`src/rtl/snd_strobe_pkg.sv`:
```
package snd_strobe_pkg;

    localparam int BYTE_W   = 8;
    localparam int NUM_PSG  = 2;
    localparam int PSG_IDX_W = (NUM_PSG > 1) ? $clog2(NUM_PSG) : 1;

    // control byte bit positions (behaviour depends on these)
    localparam int CB_PSG_GO   = 2;
    localparam int CB_PSG_SEL  = 3;
    localparam int CB_PSG_ADDR = 4;
    localparam int CB_SPK_TEST = 5;
    localparam int CB_SPK_GO   = 6;
    localparam int CB_SPK_RST  = 7;

    // status byte bit positions
    localparam int SB_MARKER = 6;
    localparam int SB_DRQ    = 7;

    typedef logic [BYTE_W-1:0] byte_t;

    typedef struct packed {
        logic prev_psg_go;
        logic prev_spk_go;
        logic spk_rst;
        logic spk_tst;
    } ctrl_state_t;

    typedef struct packed {
        byte_t              latch;
        byte_t              bus;
        logic               addr_sel;
        logic [NUM_PSG-1:0] stb;
    } psg_state_t;

    typedef struct packed {
        byte_t latch;
        byte_t bus;
        logic  stb;
    } spk_state_t;

endpackage

```
`src/rtl/snd_ctrl_edge.sv`:
```
module snd_ctrl_edge
    import snd_strobe_pkg::*;
(
    input  logic                 clk,
    input  logic                 rst_n,
    input  logic                 ctrl_we,
    input  byte_t                ctrl_wdata,
    output logic                 psg_go,
    output logic [PSG_IDX_W-1:0] psg_idx,
    output logic                 psg_addr,
    output logic                 spk_go,
    output logic                 spk_rst,
    output logic                 spk_tst
);

    ctrl_state_t st_d, st_q;

    logic unused_lo;
    assign unused_lo = ^ctrl_wdata[1:0];

    always_comb begin
        st_d     = st_q;
        psg_go   = ctrl_we && st_q.prev_psg_go && !ctrl_wdata[CB_PSG_GO];
        spk_go   = ctrl_we && st_q.prev_spk_go && !ctrl_wdata[CB_SPK_GO];
        psg_idx  = ctrl_wdata[CB_PSG_SEL] ? PSG_IDX_W'(0) : PSG_IDX_W'(1);
        psg_addr = ctrl_wdata[CB_PSG_ADDR];
        if (ctrl_we) begin
            st_d.prev_psg_go = ctrl_wdata[CB_PSG_GO];
            st_d.prev_spk_go = ctrl_wdata[CB_SPK_GO];
            st_d.spk_rst     = ctrl_wdata[CB_SPK_RST];
            st_d.spk_tst     = ctrl_wdata[CB_SPK_TEST];
        end
    end

    always_ff @(posedge clk) begin
        if (!rst_n) st_q <= '0;
        else        st_q <= st_d;
    end

    assign spk_rst = st_q.spk_rst;
    assign spk_tst = st_q.spk_tst;

    // lines follow the last control write
    p_lines_follow_r6: assert property (@(posedge clk) disable iff (!rst_n)
        ctrl_we |=> (spk_rst == $past(ctrl_wdata[CB_SPK_RST]))
                 && (spk_tst == $past(ctrl_wdata[CB_SPK_TEST])));

    p_lines_hold_r6: assert property (@(posedge clk) disable iff (!rst_n)
        !ctrl_we |=> $stable(spk_rst) && $stable(spk_tst));

endmodule

```
`src/rtl/snd_psg_port.sv`:
```
module snd_psg_port
    import snd_strobe_pkg::*;
(
    input  logic                 clk,
    input  logic                 rst_n,
    input  logic                 latch_we,
    input  byte_t                latch_wdata,
    input  logic                 go,
    input  logic [PSG_IDX_W-1:0] idx,
    input  logic                 addr,
    output logic [NUM_PSG-1:0]   wr_stb,
    output logic                 addr_sel,
    output byte_t                bus
);

    psg_state_t st_d, st_q;
    logic [NUM_PSG-1:0] hit;

    generate
        for (genvar g = 0; g < NUM_PSG; g++) begin : g_chip
            assign hit[g] = go && (idx == PSG_IDX_W'(g));
        end
    endgenerate

    always_comb begin
        st_d     = st_q;
        st_d.stb = hit;
        if (go) begin
            st_d.bus      = st_q.latch;
            st_d.addr_sel = addr;
        end
        if (latch_we) st_d.latch = latch_wdata;
    end

    always_ff @(posedge clk) begin
        if (!rst_n) st_q <= '0;
        else        st_q <= st_d;
    end

    assign wr_stb   = st_q.stb;
    assign addr_sel = st_q.addr_sel;
    assign bus      = st_q.bus;

    p_stb_onehot_r2: assert property (@(posedge clk) disable iff (!rst_n)
        $onehot0(wr_stb));

    p_stb_single_r1: assert property (@(posedge clk) disable iff (!rst_n)
        (|wr_stb) |=> (wr_stb == '0));

    p_bus_hold_r4: assert property (@(posedge clk) disable iff (!rst_n)
        (|wr_stb) |=> $stable(bus) && $stable(addr_sel));

endmodule

```
`src/rtl/snd_spk_port.sv`:
```
module snd_spk_port
    import snd_strobe_pkg::*;
(
    input  logic  clk,
    input  logic  rst_n,
    input  logic  latch_we,
    input  byte_t latch_wdata,
    input  logic  go,
    output logic  wr_stb,
    output byte_t bus
);

    spk_state_t st_d, st_q;

    always_comb begin
        st_d     = st_q;
        st_d.stb = go;
        if (go)       st_d.bus   = st_q.latch;
        if (latch_we) st_d.latch = latch_wdata;
    end

    always_ff @(posedge clk) begin
        if (!rst_n) st_q <= '0;
        else        st_q <= st_d;
    end

    assign wr_stb = st_q.stb;
    assign bus    = st_q.bus;

    p_spk_single_r5: assert property (@(posedge clk) disable iff (!rst_n)
        wr_stb |=> !wr_stb);

    p_spk_hold_r5: assert property (@(posedge clk) disable iff (!rst_n)
        wr_stb |=> $stable(bus));

endmodule

```
`src/rtl/snd_bus_sequencer.sv`:
```
module snd_bus_sequencer
    import snd_strobe_pkg::*;
(
    input  logic         clk,
    input  logic         rst_n,
    input  logic         ctrl_we,
    input  logic [7:0]   ctrl_wdata,
    input  logic         psg_latch_we,
    input  logic [7:0]   psg_latch_wdata,
    input  logic         spk_latch_we,
    input  logic [7:0]   spk_latch_wdata,
    input  logic         spk_drq,
    output logic [1:0]   psg_wr_stb,
    output logic         psg_addr_sel,
    output logic [7:0]   psg_bus,
    output logic         spk_wr_stb,
    output logic [7:0]   spk_bus,
    output logic         spk_reset,
    output logic         spk_test,
    output logic [7:0]   status_rd
);

    logic                 psg_go, spk_go, psg_addr;
    logic [PSG_IDX_W-1:0] psg_idx;

    snd_ctrl_edge i_edge (
        .clk        (clk),
        .rst_n      (rst_n),
        .ctrl_we    (ctrl_we),
        .ctrl_wdata (ctrl_wdata),
        .psg_go     (psg_go),
        .psg_idx    (psg_idx),
        .psg_addr   (psg_addr),
        .spk_go     (spk_go),
        .spk_rst    (spk_reset),
        .spk_tst    (spk_test)
    );

    snd_psg_port i_psg (
        .clk         (clk),
        .rst_n       (rst_n),
        .latch_we    (psg_latch_we),
        .latch_wdata (psg_latch_wdata),
        .go          (psg_go),
        .idx         (psg_idx),
        .addr        (psg_addr),
        .wr_stb      (psg_wr_stb),
        .addr_sel    (psg_addr_sel),
        .bus         (psg_bus)
    );

    snd_spk_port i_spk (
        .clk         (clk),
        .rst_n       (rst_n),
        .latch_we    (spk_latch_we),
        .latch_wdata (spk_latch_wdata),
        .go          (spk_go),
        .wr_stb      (spk_wr_stb),
        .bus         (spk_bus)
    );

    always_comb begin
        status_rd            = '0;
        status_rd[SB_MARKER] = 1'b1;
        status_rd[SB_DRQ]    = spk_drq;
    end

    // a strobe always follows a control write
    p_needs_write_r7: assert property (@(posedge clk) disable iff (!rst_n)
        ((|psg_wr_stb) || spk_wr_stb) |-> $past(ctrl_we));

    // selected chip matches bit 3 of that write
    p_target_r2: assert property (@(posedge clk) disable iff (!rst_n)
        (|psg_wr_stb) |-> (psg_wr_stb[0] == $past(ctrl_wdata[CB_PSG_SEL])));

    // cycle type matches bit 4 of that write
    p_cycle_type_r3: assert property (@(posedge clk) disable iff (!rst_n)
        (|psg_wr_stb) |-> (psg_addr_sel == $past(ctrl_wdata[CB_PSG_ADDR])));

endmodule

```
`config.mk`:
```
export PLATFORM = sky130hd
export DESIGN_NAME = snd_bus_sequencer
export DESIGN_NICKNAME = d
export VERILOG_FILES = /design/src/rtl/snd_strobe_pkg.sv /design/src/rtl/snd_ctrl_edge.sv /design/src/rtl/snd_psg_port.sv /design/src/rtl/snd_spk_port.sv /design/src/rtl/snd_bus_sequencer.sv
export SDC_FILE = /design/constraint.sdc
export NUM_CORES = 1
export LEC_CHECK = 0
export ABC_AREA = 1
export BUFFER_PORTS_ARGS = -buffer_cell sky130_fd_sc_hd__buf_2
export CAP_MARGIN = 30
export CORE_AREA = 2 2 62 64
export DETAILED_ROUTE_END_ITERATION = 10
export DIE_AREA = 0 0 64 66
export PLACE_DENSITY_LB_ADDON = 0.3
export SLEW_MARGIN = 20
export SYNTH_ARGS = -nofsm -noshare
export SYNTH_HDL_FRONTEND = slang
export SYNTH_SLANG_ARGS = --single-unit
```
`constraint.sdc`:
```
create_clock -name clk -period 1 [get_ports clk]
set_input_delay 0.15 -clock clk [delete_from_list [all_inputs] [get_ports clk]]
set_output_delay 0.15 -clock clk [all_outputs]
set_load 0.02 [all_outputs]
```
==> results.md, run 1 <==
Status:
- The flow ran to the end, and the final reports show no timing, DRC or antenna violations.

Final layout:
- The sequential cell area in the final layout is about 830 sq um.
- After the flow finishes, the layout carries non-filler instances totaling around 320.
- Measured on the finished design, the core utilization comes to between 50% and 60%.
- The final net count is around 300.
- The area of the multi-input gates is 579.3 sq um.
- The share of final-layout standard cells stronger than drive strength 1 is 33.21%.
- The final instance area is 2096 sq um.
- The area growth from synthesis to layout is 23.16%.
- The number of antenna diodes in the final layout is 0.
- The count of fill cells added during filler insertion is ~340.

Drt:
- The mean number of vias per cell is 4.237.
- The detailed router finished its first iteration with 59 violations.
- The DRC violations left is 0.
- The first detailed-routing pass took 4 iterations.
- The number of antenna-violating nets in the routed design is 0.
- After detailed routing, the total wire length is just under 3 mm.
- The routed layout has ~1,300 vias.
- The detail-routed net length per standard cell is slightly above 9 um.

Yosys:
- In this run, synthesis produced a sequential element count of 40.
- The biggest area consumer among synthesized cells is sky130_fd_sc_hd__dfxtp_1.
- The cell area after synthesis is 1702 sq um.
- The number of distinct library cell variants in the gate-level netlist after synthesis is 16.
- The portion of synthesized cell area occupied by the leading cell type is a little under half.
- The cell count after synthesis came out at between 200 and 250.
- The part of the Yosys area used for sequential elements is between 40% and 50%.
- The number of warnings issued by yosys is 0.
- By area the synthesized netlist is led by sky130_fd_sc_hd__dfxtp_1, sky130_fd_sc_hd__nor2_1, sky130_fd_sc_hd__buf_4, sky130_fd_sc_hd__nand2_1, sky130_fd_sc_hd__o21ai_0.
- The synthesized area per cell is around 7.4 sq um.

Pwr:
- In this run the power density over the cells is about 1400 nW/um^2.
- The clock group share of total power is between 20% and 30%.
- The sequential share of power is 58.5%.
- The switching power share of the total is between 20% and 30%.
- The switching power is 0.7521 mW.
- The peak ir drop on the vdd network is between 0.0007 and 0.0008 V.
- The design draws about 3 mW.
- The cell-internal power is around 2.2 mW.
- Of the total power, combinational logic draws 13.6%.
- The analysis attributes to cell leakage a power of 1.107 nW.

Timing:
- The summed negative setup slack over all endpoints is 0 ns.
- The worst path uses a little over nine tenths of the clock period.
- Setup slack on the critical path of the routed design comes to 0.03361 ns.
- The count of final hold-check violations is 0.
- The count of final max-slew check failures is 0.
- The total setup violations reported at the end of the flow is 0.
- The final critical delay including setup and external delays is around 0.97 ns.
- The setup clock skew after layout is just over 0.006 ns.
- The worst hold slack across all endpoints is around 0.032 ns.
- The upper clock frequency limit is just over 1 GHz.
- Setup repair after global routing could not meet its margin everywhere.

Clock network:
- The H-tree was split into 2 levels.
- TritonCTS created 5 clock buffers.
- After clock tree synthesis, the clock-pin slew on the worst setup and hold paths is around 0.11 ns.
- The clock passes through at most 2 buffers.
- The insertion delay to the later sink of the worst-skew pair is 0.34 ns.
- TritonCTS built the clock tree.
- The CTS root buffer is sky130_fd_sc_hd__clkbuf_4.
- The count of clock tree sinks is 40.

Floorplan:
- The number of top-level pins is 60.
- The die boundary width is between 60 and 70 um.
- The chip height is between 60 and 70 um.
- The initial utilization of the core area, before any placement, comes to between 40% and 50%.
- The standard-cell row count is 22.
- The floorplan step defined a die boundary enclosing about 4200 sq um.
- The area of the core is ~3600 sq um.

GRT:
- Global routing used around 14% of the available tracks.
- For this run the aggregate overflow at the end of global routing stands at 0.
- The number of global-route vias before repair is approximately 1,100.
- The global-route wire length before repair is ~4.6 mm.
- The number of antenna violations at the first check in global routing is 0.
- Entering global routing, the biggest net connects 21 pins.

Setup path:
- The worst path arrival time is between 0.8 and 0.9 ns.
- The buffer and inverter count on the worst path is 1.
- The critical path's slowest cell is sky130_fd_sc_hd__dfxtp_2.
- The worst setup path is of the reg2out kind.
- The data required time at the worst endpoint is 0.85 ns.
- Of all nets on the critical path, the largest fanout is 2.
- The largest stage delay on the critical path is 0.36 ns.
- The kind of end point of the critical path is a primary output.
- The critical path goes through buf_6.
- The critical path launch point type is a register.
- The cell type group with the largest total delay on the critical path is flip-flops.

Placed design:
- The placed wire-length estimate is between 1.5 and 2 mm.
- Before CTS, the worst setup slack after placement is 0.1380 ns.
- The placer's final routability congestion estimate is about 0.71.
- The total of buffers placed on input and output ports is 48.
- After detailed placement, the design holds a cell count of 301.
- The instance area after placement is roughly 1800 sq um.

Hold path:
- The worst min-delay path class is in2reg.

Job:
- The total of max-cap violations is 0.
[final cells by class]
class	count	area share, %
repair buffers	59	23.04
inverters	23	4.119
clock buffers	6	2.448
well taps	48	2.866
clock inverters	2	0.4776
multi-input cells	138	27.64
flip-flops and latches	40	39.40
[layer usage]
metal / track usage, % / vias to the layer above / wire length [um]
met4: 7.337 / 0 / 57
li1: - / 729 / -
met3: 5.792 / 5 / 184
met2: 23.05 / 36 / 1402
met1: 16.42 / 569 / 1250
met5: 0 / - / 0
[final timing paths]
kind / from / endpoint / slack [ns] / cells after the start
setup / recovery: i_psg.bus[7] / psg_bus[7] / 0.03 / 1
hold / removal: spk_latch_wdata[0] / i_spk.st_q[9] / 0.03 / 3
setup reg to reg: i_edge.st_q[2] / i_spk.bus[5] / 0.12 / 3
hold reg to reg: i_psg.st_q[18] / i_psg.bus[7] / 0.48 / 2
[synth_stat cells (all sizes together)]
cell type	count
a211oi	1
o21ai	19
inv	23
nand3	2
dfxtp	40
conb	2
nor2	72
a21oi	1
nor3	1
nand2	34
buf	34
nor3b	1
[cell usage in the layout (no fill, tap or decap), types with 2 or more instances in the layout]
cell | netlist | routed
sky130_fd_sc_hd__dfxtp_1 | 40 | 20
sky130_fd_sc_hd__nand2_1 | 33 | 33
sky130_fd_sc_hd__inv_1 | 23 | 23
sky130_fd_sc_hd__dlygate4sd3_1 | 0 | 2
sky130_fd_sc_hd__conb_1 | 2 | 7
sky130_fd_sc_hd__nor2_1 | 72 | 72
sky130_fd_sc_hd__o21ai_0 | 19 | 19
sky130_fd_sc_hd__buf_2 | 5 | 26
sky130_fd_sc_hd__dfxtp_2 | 0 | 20
sky130_fd_sc_hd__clkinv_2 | 0 | 2
sky130_fd_sc_hd__buf_6 | 3 | 20
sky130_fd_sc_hd__buf_12 | 0 | 2
sky130_fd_sc_hd__buf_4 | 26 | 9
sky130_fd_sc_hd__clkbuf_4 | 0 | 5
[cells by family after synthesis]
logic type      synth area share (%)
other cells                   0.4413
simple gates                   26.18
flops                          47.06
compound gates                 6.323
buf+inv                        20.00
[flip-flops by register name, summed over array words and instances, names as in the netlist]
signal and count:
i_psg.bus 8, i_psg.st_q 8, i_spk.bus 8, i_spk.st_q 8, i_edge.st_q 2, i_psg.wr_stb 2
i_edge.spk_rst 1, i_edge.spk_tst 1, i_psg.addr_sel 1, i_spk.wr_stb 1
[power by group through the flow]
stage,sequential (mW),combinational (mW),clock [mW]
3_3_place_gp,1.75,0.345,0
4_1_cts,1.72,0.369,0.877
6_report,1.73,0.400,0.824
3_5_place_dp,1.75,0.348,0
5_1_grt,1.74,0.448,0.959
2_1_floorplan,1.75,0.280,0
[what timing repair did]
action	4_1_cts	5_1_grt
endpoints found under the hold margin	1	1
hold buffers	1	1
setup buffers	0	5
gates resized for setup	24	38
endpoints found under the setup margin	19	22
cloned	0	0
No activity file was read; power rests on OpenSTA's default activity.
==> inputs of run 2 (changes only) <==
--- a/config.mk
+++ b/config.mk
@@ -12,6 +12,7 @@
 export DETAILED_ROUTE_END_ITERATION = 10
 export DIE_AREA = 0 0 64 66
 export PLACE_DENSITY_LB_ADDON = 0.3
+export REMOVE_ABC_BUFFERS = 1
 export SLEW_MARGIN = 20
 export SYNTH_ARGS = -nofsm -noshare
 export SYNTH_HDL_FRONTEND = slang
==> run 2 against run 1 <==
Clock-buffer cell count grew 2. Clock power is essentially flat. Via count shrank 2.6%. Wire length shrank 0.35%. Combinational power shrank 4%. Total power shrank 0.73%. Non-clock buffer count shrank 7. Sequential share of layout area grew 1.3 points. Die area is the same. Critical path depth is the same. Sequential cell count is the same. Critical path type unchanged. Critical endpoint is now spk_bus[3].
==> results.md, run 2 (synthesis gave the netlist of run 1 again) <==
Status:
- The flow ran to the end, and the final reports show no timing, DRC or antenna violations.

Placed design:
- The post-place setup slack is 0.1149 ns (-0.02308 ns).
- The placed wire-length estimate is 1.970 mm (+5.2%).
- The instance area after placement was 1814 sq um (-0.41%).
- The placer's final routability congestion estimate is 0.6536 (-8.0%).
- The total of buffers placed on input and output ports is 48 (unchanged).
- The placed cell count is 300 (-0.33%).

Clock network:
- The insertion delay to the later sink of the worst-skew pair is 0.33 ns (about the same).
- The count of clock tree sinks was 40 (unchanged).
- The CTS H-tree depth came to 2 (unchanged).
- The CTS buffer count is 5 (unchanged).
- In this run the clock root is driven by a sky130_fd_sc_hd__clkbuf_4.
- The clock transition at the registers of the reported paths came to 0.11 ns (about the same).
- The worst-case clock buffer depth was 2 (unchanged).
- The CTS tree is yes.

Timing:
- The count of final max-slew check failures is 0 (unchanged).
- The final period utilization is 95.78% (-0.85 points).
- The summed negative setup slack over all endpoints is 0 ns (unchanged).
- The worst hold slack across all endpoints is 0.02357 ns (-0.008668 ns).
- The count of final hold-check violations was 0 (unchanged).
- Setup repair after global routing could not meet its margin everywhere.
- The final critical delay including setup and external delays came to 0.9578 ns (-0.008549 ns).
- The setup slack after layout is 0.04216 ns (+0.008549 ns).
- The setup clock skew after layout is 0.005396 ns (-0.0007974 ns).
- The total setup violations reported at the end of the flow is 0 (unchanged).
- The upper clock frequency limit is 1.044 GHz (+0.89%).

Pwr:
- The static power due to leakage is 1.063 nW (-4.0%).
- The power per standard cell area is 1446 nW/um^2 (+2.7%).
- The combinational group share of total power is 13.1% (-0.5 points).
- The total design power is 2.930 mW (-0.73%).
- The clock group share of total power came to 28.1% (+0.2 points).
- The switching power is 0.7342 mW (-2.4%).
- The switching power share of the total came to 25.06% (-0.42 points).
- The peak ir drop on the vdd network came to 0.0006734 V (-7.9%).
- The cell-internal power is 2.196 mW (-0.16%).
- The sequential share of power is 58.9% (+0.4 points).

GRT:
- The overall overflow remaining after global route is 0 (unchanged).
- The maximum number of pins on one net before global-route repair was 21 (unchanged).
- The combined global-route utilization of all metal layers came to 14.55% (+0.20 points).
- The number of global-route vias before repair is 1,197 (+6.8%).
- The global-route wire length before repair is 4.830 mm (+4.3%).
- The number of antenna violations at the first check in global routing was 0 (unchanged).

Floorplan:
- The chip height is 66 um (unchanged).
- The starting density of the core is 47.92% (unchanged).
- The die boundary width is 64 um (unchanged).
- The area of the core was 3551 sq um (unchanged).
- The standard-cell row count was 22 (unchanged).
- The number of top-level pins is 60 (unchanged).
- The overall die area was 4224 sq um (unchanged).

Setup path:
- The data required time at the worst endpoint came to 0.85 ns (about the same).
- The cell type group with the largest total delay on the critical path is flip-flops.
- The largest stage delay on the critical path is 0.33 ns (-0.03 ns).
- The buffer and inverter count on the worst path is 1 (unchanged).
- The critical path's slowest cell is sky130_fd_sc_hd__dfxtp_2.
- The setup path with the least slack is of type reg2out.
- The critical path goes through buf_4.
- The maximum fanout encountered on the critical timing path is 2 (unchanged).
- The kind of end point of the critical path is a primary output.
- The worst path arrival time was 0.81 ns (about the same).
- The critical path launch point type is a register.

Final layout:
- The final instance area is 2026 sq um (-3.3%).
- The sequential cell area in the final layout is 824.5 sq um (-0.15%).
- The final cell count without fillers is 309 (-2.2%).
- The most common cell after layout, fill and taps aside is sky130_fd_sc_hd__nor2_1.
- The share of final-layout standard cells stronger than drive strength 1 was 30.65% (-2.6 points).
- The final net count is 290 (-2.4%).
- The count of fill cells added during filler insertion is 366 (+9.3%).
- The area of the multi-input gates is 579.3 sq um (unchanged).
- The top cell types in the final layout, fill and taps aside, are sky130_fd_sc_hd__nor2_1, sky130_fd_sc_hd__nand2_1, sky130_fd_sc_hd__buf_2.
- The number of diodes was 0 (unchanged).
- Relative to the synthesized area, the layout overhead comes to 19.04%.
- The core occupancy in the finished layout is 57.05% (-2.0 points).

Drt:
- The wire length after detailed routing was 2.884 mm (-0.35%).
- The number of vias after detailed routing is 1,304 (-2.6%).
- The mean number of vias per cell is 4.220 (-0.41%).
- The detailed router's first-iteration violation count was 42 (-29%).
- The total iterations of the first detailed-routing run is 3 (-1).
- The number of antenna-violating nets in the routed design is 0 (unchanged).
- The detail-routed net length per standard cell is 9.333 um (+1.9%).
- The DRC violations left came to 0 (unchanged).

Job:
- The total of max-cap violations is 0 (unchanged).

Hold path:
- The worst min-delay path class is in2reg.
==> run 2: final cells by class <==
cell class                      instances  area share, %
Timing Repair Buffer                   52          20.57
Tap cell                               48          2.965
Clock buffer                            8          2.903
Multi-Input combinational cell        138          28.60
Inverter                               23          4.262
Sequential cell                        40          40.70
==> run 2: power groups by stage <==
stage,sequential (mW),clock (mW),combinational [mW]
6_report,1.72,0.822,0.383
5_1_grt,1.74,0.946,0.432
4_1_cts,1.71,0.866,0.362
3_5_place_dp,1.75,0,0.348
3_3_place_gp,1.75,0,0.343
2_1_floorplan,1.79,0,0.153
==> run 2: routing by layer <==
layer	vias to the layer above	GRT usage [%]	share of wire, %	routed length (um)
li1	713	-	-	-
met1	546	16.47	45	1292
met2	41	25.78	47	1369
met3	4	4.600	6.4	185
met4	0	4.891	1.3	38
met5	-	0	0	0
==> run 2: worst min-delay path: cells and delay by family <==
kind          cells  cell delay [ns]
simple gates      2             0.11
buf+inv           1             0.07
==> run 2: path summary, 6_finish.rpt <==
| path | startpoint | to | slack [ns] | depth (start not counted) |
|---|---|---|---|---|
| worst max-delay path | i_spk.bus[3] | spk_bus[3] | 0.04 | 1 |
| worst min-delay path | ctrl_wdata[7] | i_edge.spk_rst | 0.02 | 3 |
| worst max register to register | i_edge.st_q[2] | i_spk.bus[7] | 0.11 | 4 |
| worst min register to register | i_psg.st_q[15] | i_psg.bus[4] | 0.48 | 2 |
==> run 2: what timing repair did <==
item                       CTS  global route
gates resized for setup     16            42
hold buffers                 1             0
hold endpoints to repair     1             0
buffers inserted             0             0
setup endpoints to repair   12            22
gates cloned                 0             0
==> inputs of run 3 (changes only) <==
--- a/config.mk
+++ b/config.mk
@@ -8,9 +8,11 @@
 export ABC_AREA = 1
 export BUFFER_PORTS_ARGS = -buffer_cell sky130_fd_sc_hd__buf_2
 export CAP_MARGIN = 30
-export CORE_AREA = 2 2 62 64
+export CELL_PAD_IN_SITES_DETAIL_PLACEMENT = 0
+export CELL_PAD_IN_SITES_GLOBAL_PLACEMENT = 2
+export CORE_AREA = 2 2 84 86
 export DETAILED_ROUTE_END_ITERATION = 10
-export DIE_AREA = 0 0 64 66
+export DIE_AREA = 0 0 86 88
 export PLACE_DENSITY_LB_ADDON = 0.3
 export REMOVE_ABC_BUFFERS = 1
 export SLEW_MARGIN = 20
==> run 3 against run 2 <==
Die area grew 79%. Sequential power is essentially flat. Utilization down 27 points. Fmax about the same. Wire length up 14%. Setup slack is essentially flat. Final cell count rose by 10%. Final area is 1.9% lower. Via count is 0.61% higher. Sequential cell count stayed put.
==> results.md, run 3 (synthesis gave the netlist of run 1 again) <==
Status:
- The flow ran to the end, and the final reports show no timing, DRC or antenna violations.

Timing:
- The total setup violations reported at the end of the flow is 0 (unchanged).
- The summed negative setup slack over all endpoints was 0 ns (unchanged).
- The final period utilization is 95.80% (about the same).
- The count of final max-slew check failures is 0 (unchanged).
- Setup repair after global routing left no endpoint under its margin.
- The setup slack after layout was 0.04204 ns (-0.0001235 ns).
- The count of final hold-check violations came to 0 (unchanged).
- The setup clock skew after layout is 0.008150 ns (+0.002754 ns).
- The final critical delay including setup and external delays is 0.9580 ns (+0.0001235 ns).
- The upper clock frequency limit is 1.044 GHz (about the same).

Setup path:
- Traced cell by cell, the critical path runs through buf_2.
- The worst setup path is launched from a register.
- The number of cells on the worst reg-to-reg path was 3 (-1).
- The worst path arrival time is 0.81 ns (about the same).
- The total number of cells along the worst setup path came to 1 (unchanged).
- The cell family contributing the most delay on the critical path is flip-flops.
- The largest stage delay on the critical path was 0.35 ns (+0.02 ns).
- The critical path's slowest cell is sky130_fd_sc_hd__dfxtp_1.
- The buffer and inverter count on the worst path is 1 (unchanged).
- The path type of the worst setup path is reg2out.
- The worst setup path is captured at a primary output.
- The maximum fanout encountered on the critical timing path is 2 (unchanged).
- The startpoint identified for the worst register-to-register timing path is i_edge.st_q[2].
- The launching instance or port of the critical path is i_spk.bus[2].
- The data required time at the worst endpoint was 0.85 ns (about the same).

Floorplan:
- The number of top-level pins came to 60 (unchanged).
- The chip height is 88 um (+33%).
- The overall die area is 7568 sq um (+79%).
- The standard-cell row count came to 30 (+36%).
- The area of the core is 6644 sq um (+87%).
- The die boundary width is 86 um (+34%).
- The starting density of the core came to 25.61% (-22 points).

GRT:
- The global-route wire length before repair is 5.285 mm (+9.4%).
- The number of antenna violations at the first check in global routing is 0 (unchanged).
- The overall overflow remaining after global route is 0 (unchanged).
- The maximum number of pins on one net before global-route repair is 23 (+9.5%).
- The combined global-route utilization of all metal layers is 9.048% (-5.5 points).
- The number of global-route vias before repair is 1,209 (+1.0%).

Pwr:
- The combinational group share of total power is 10.0% (-3.1 points).
- The switching power share of the total is 23.42% (-1.6 points).
- The cell-internal power is 2.688 mW (+22%).
- The static power due to leakage came to 1.070 nW (+0.66%).
- The switching power came to 0.8220 mW (+12%).
- The clock group share of total power is 41.2% (+13 points).
- The peak ir drop on the vdd network is 0.0006393 V (-5.1%).
- The power per standard cell area is 1766 nW/um^2 (+22%).
- The total design power is 3.510 mW (+20%).
- The sequential share of power is 48.8% (-10 points).

Clock network:
- The CTS tree is yes.
- The count of clock tree sinks is 40 (unchanged).
- The worst-case clock buffer depth is 2 (unchanged).
- The clock transition at the registers of the reported paths is 0.08 ns (-0.03 ns).
- The CTS buffer count came to 5 (unchanged).
- Clock tree synthesis selected as its root buffer the cell sky130_fd_sc_hd__clkbuf_8.
- The CTS H-tree depth came to 2 (unchanged).
- The insertion delay to the later sink of the worst-skew pair is 0.29 ns (-0.04 ns).

Drt:
- The number of antenna-violating nets in the routed design was 0 (unchanged).
- The detailed router's first-iteration violation count is 28 (-33%).
- The number of vias after detailed routing is 1,312 (+0.61%).
- The total iterations of the first detailed-routing run is 4 (+1).
- The wire length after detailed routing was 3.282 mm (+14%).
- The detail-routed net length per standard cell is 9.653 um (+3.4%).
- The mean number of vias per cell is 3.859 (-8.6%).
- The DRC violations left is 0 (unchanged).

Placed design:
- The total of buffers placed on input and output ports was 48 (unchanged).
- The placer's final routability congestion estimate came to 0.6360 (-2.7%).
- The placed cell count is 332 (+11%).
- The post-place setup slack was 0.07496 ns (-0.03991 ns).
- The placed wire-length estimate is 2.312 mm (+17%).

Final layout:
- The area added between synthesis and finish is 16.84%.
- The final net count is 289 (-0.34%).
- The most common cell after layout, fill and taps aside is sky130_fd_sc_hd__nor2_1.
- The library cells used most frequently in the layout, excluding fill and tap cells, are sky130_fd_sc_hd__nor2_1, sky130_fd_sc_hd__buf_2, sky130_fd_sc_hd__dfxtp_1.
- The count of fill cells added during filler insertion is 758 (+110%).
- The number of diodes was 0 (unchanged).
- The final cell count without fillers is 340 (+10%).
- The share of final-layout standard cells stronger than drive strength 1 came to 25.00% (-5.7 points).

Hold path:
- The min-delay analysis places its worst path in the category in2reg.
- The number of stages on the worst hold path came to 2 (-1).
- The worst hold path begins at ctrl_wdata[3].

Job:
- The total of max-cap violations is 0 (unchanged).
-- run 3: power by group through the flow --
stage / Sequential [mW] / Combinational, mW / Clock [mW]
floorplan: 1.79 / 0.153 / 0
global placement: 1.75 / 0.354 / 0
detailed placement: 1.75 / 0.355 / 0
CTS: 1.71 / 0.357 / 1.50
global route: 1.72 / 0.400 / 1.58
finish: 1.71 / 0.351 / 1.45
-- run 3: repair_timing --
item / 4_1_cts / 5_1_grt
setup buffers: 0 / 0
setup endpoints to repair: 0 / 3
gates resized for setup: 0 / 4
hold endpoints to repair: 0 / 0
hold buffers: 0 / 0
-- run 3: worst paths after layout --
path                endpoint  slack (ns)
max reg2reg     i_spk.bus[1]        0.14
min reg2reg     i_spk.bus[6]        0.48
max               spk_bus[2]        0.04
min          i_psg.wr_stb[1]        0.03
-- run 3: routing by layer --
layer  vias to the layer above  GRT usage (%)  wire, um
met5                         -              0         0
met4                         0          3.463        49
met3                         7          4.147       243
met2                        38          14.38      1370
met1                       555          10.71      1618
li1                        712              -         -
-- run 3: through the flow --
stage	utilization, %	hold WS [ns]	instance area, sq um
5_1_grt	29.92	0.01286	1988
3_3_place_gp	27.91	0.3001	1854
2_1_floorplan	-	0.2293	1466
4_1_cts	29.81	0.01791	1981
3_5_place_dp	27.91	0.3001	1854
6_report	29.92	0.02860	1988
-- run 3: cell type report --
class | count | area [sq um] | share of cell area, %
Clock buffer | 7 | 96.34 | 4.846
Inverter | 23 | 86.33 | 4.342
Timing Repair Buffer | 51 | 292.8 | 14.73
Multi-Input combinational cell | 138 | 579.3 | 29.14
Tap cell | 80 | 100.1 | 5.035
Clock inverter | 1 | 30.03 | 1.510
Sequential cell | 40 | 803.3 | 40.40
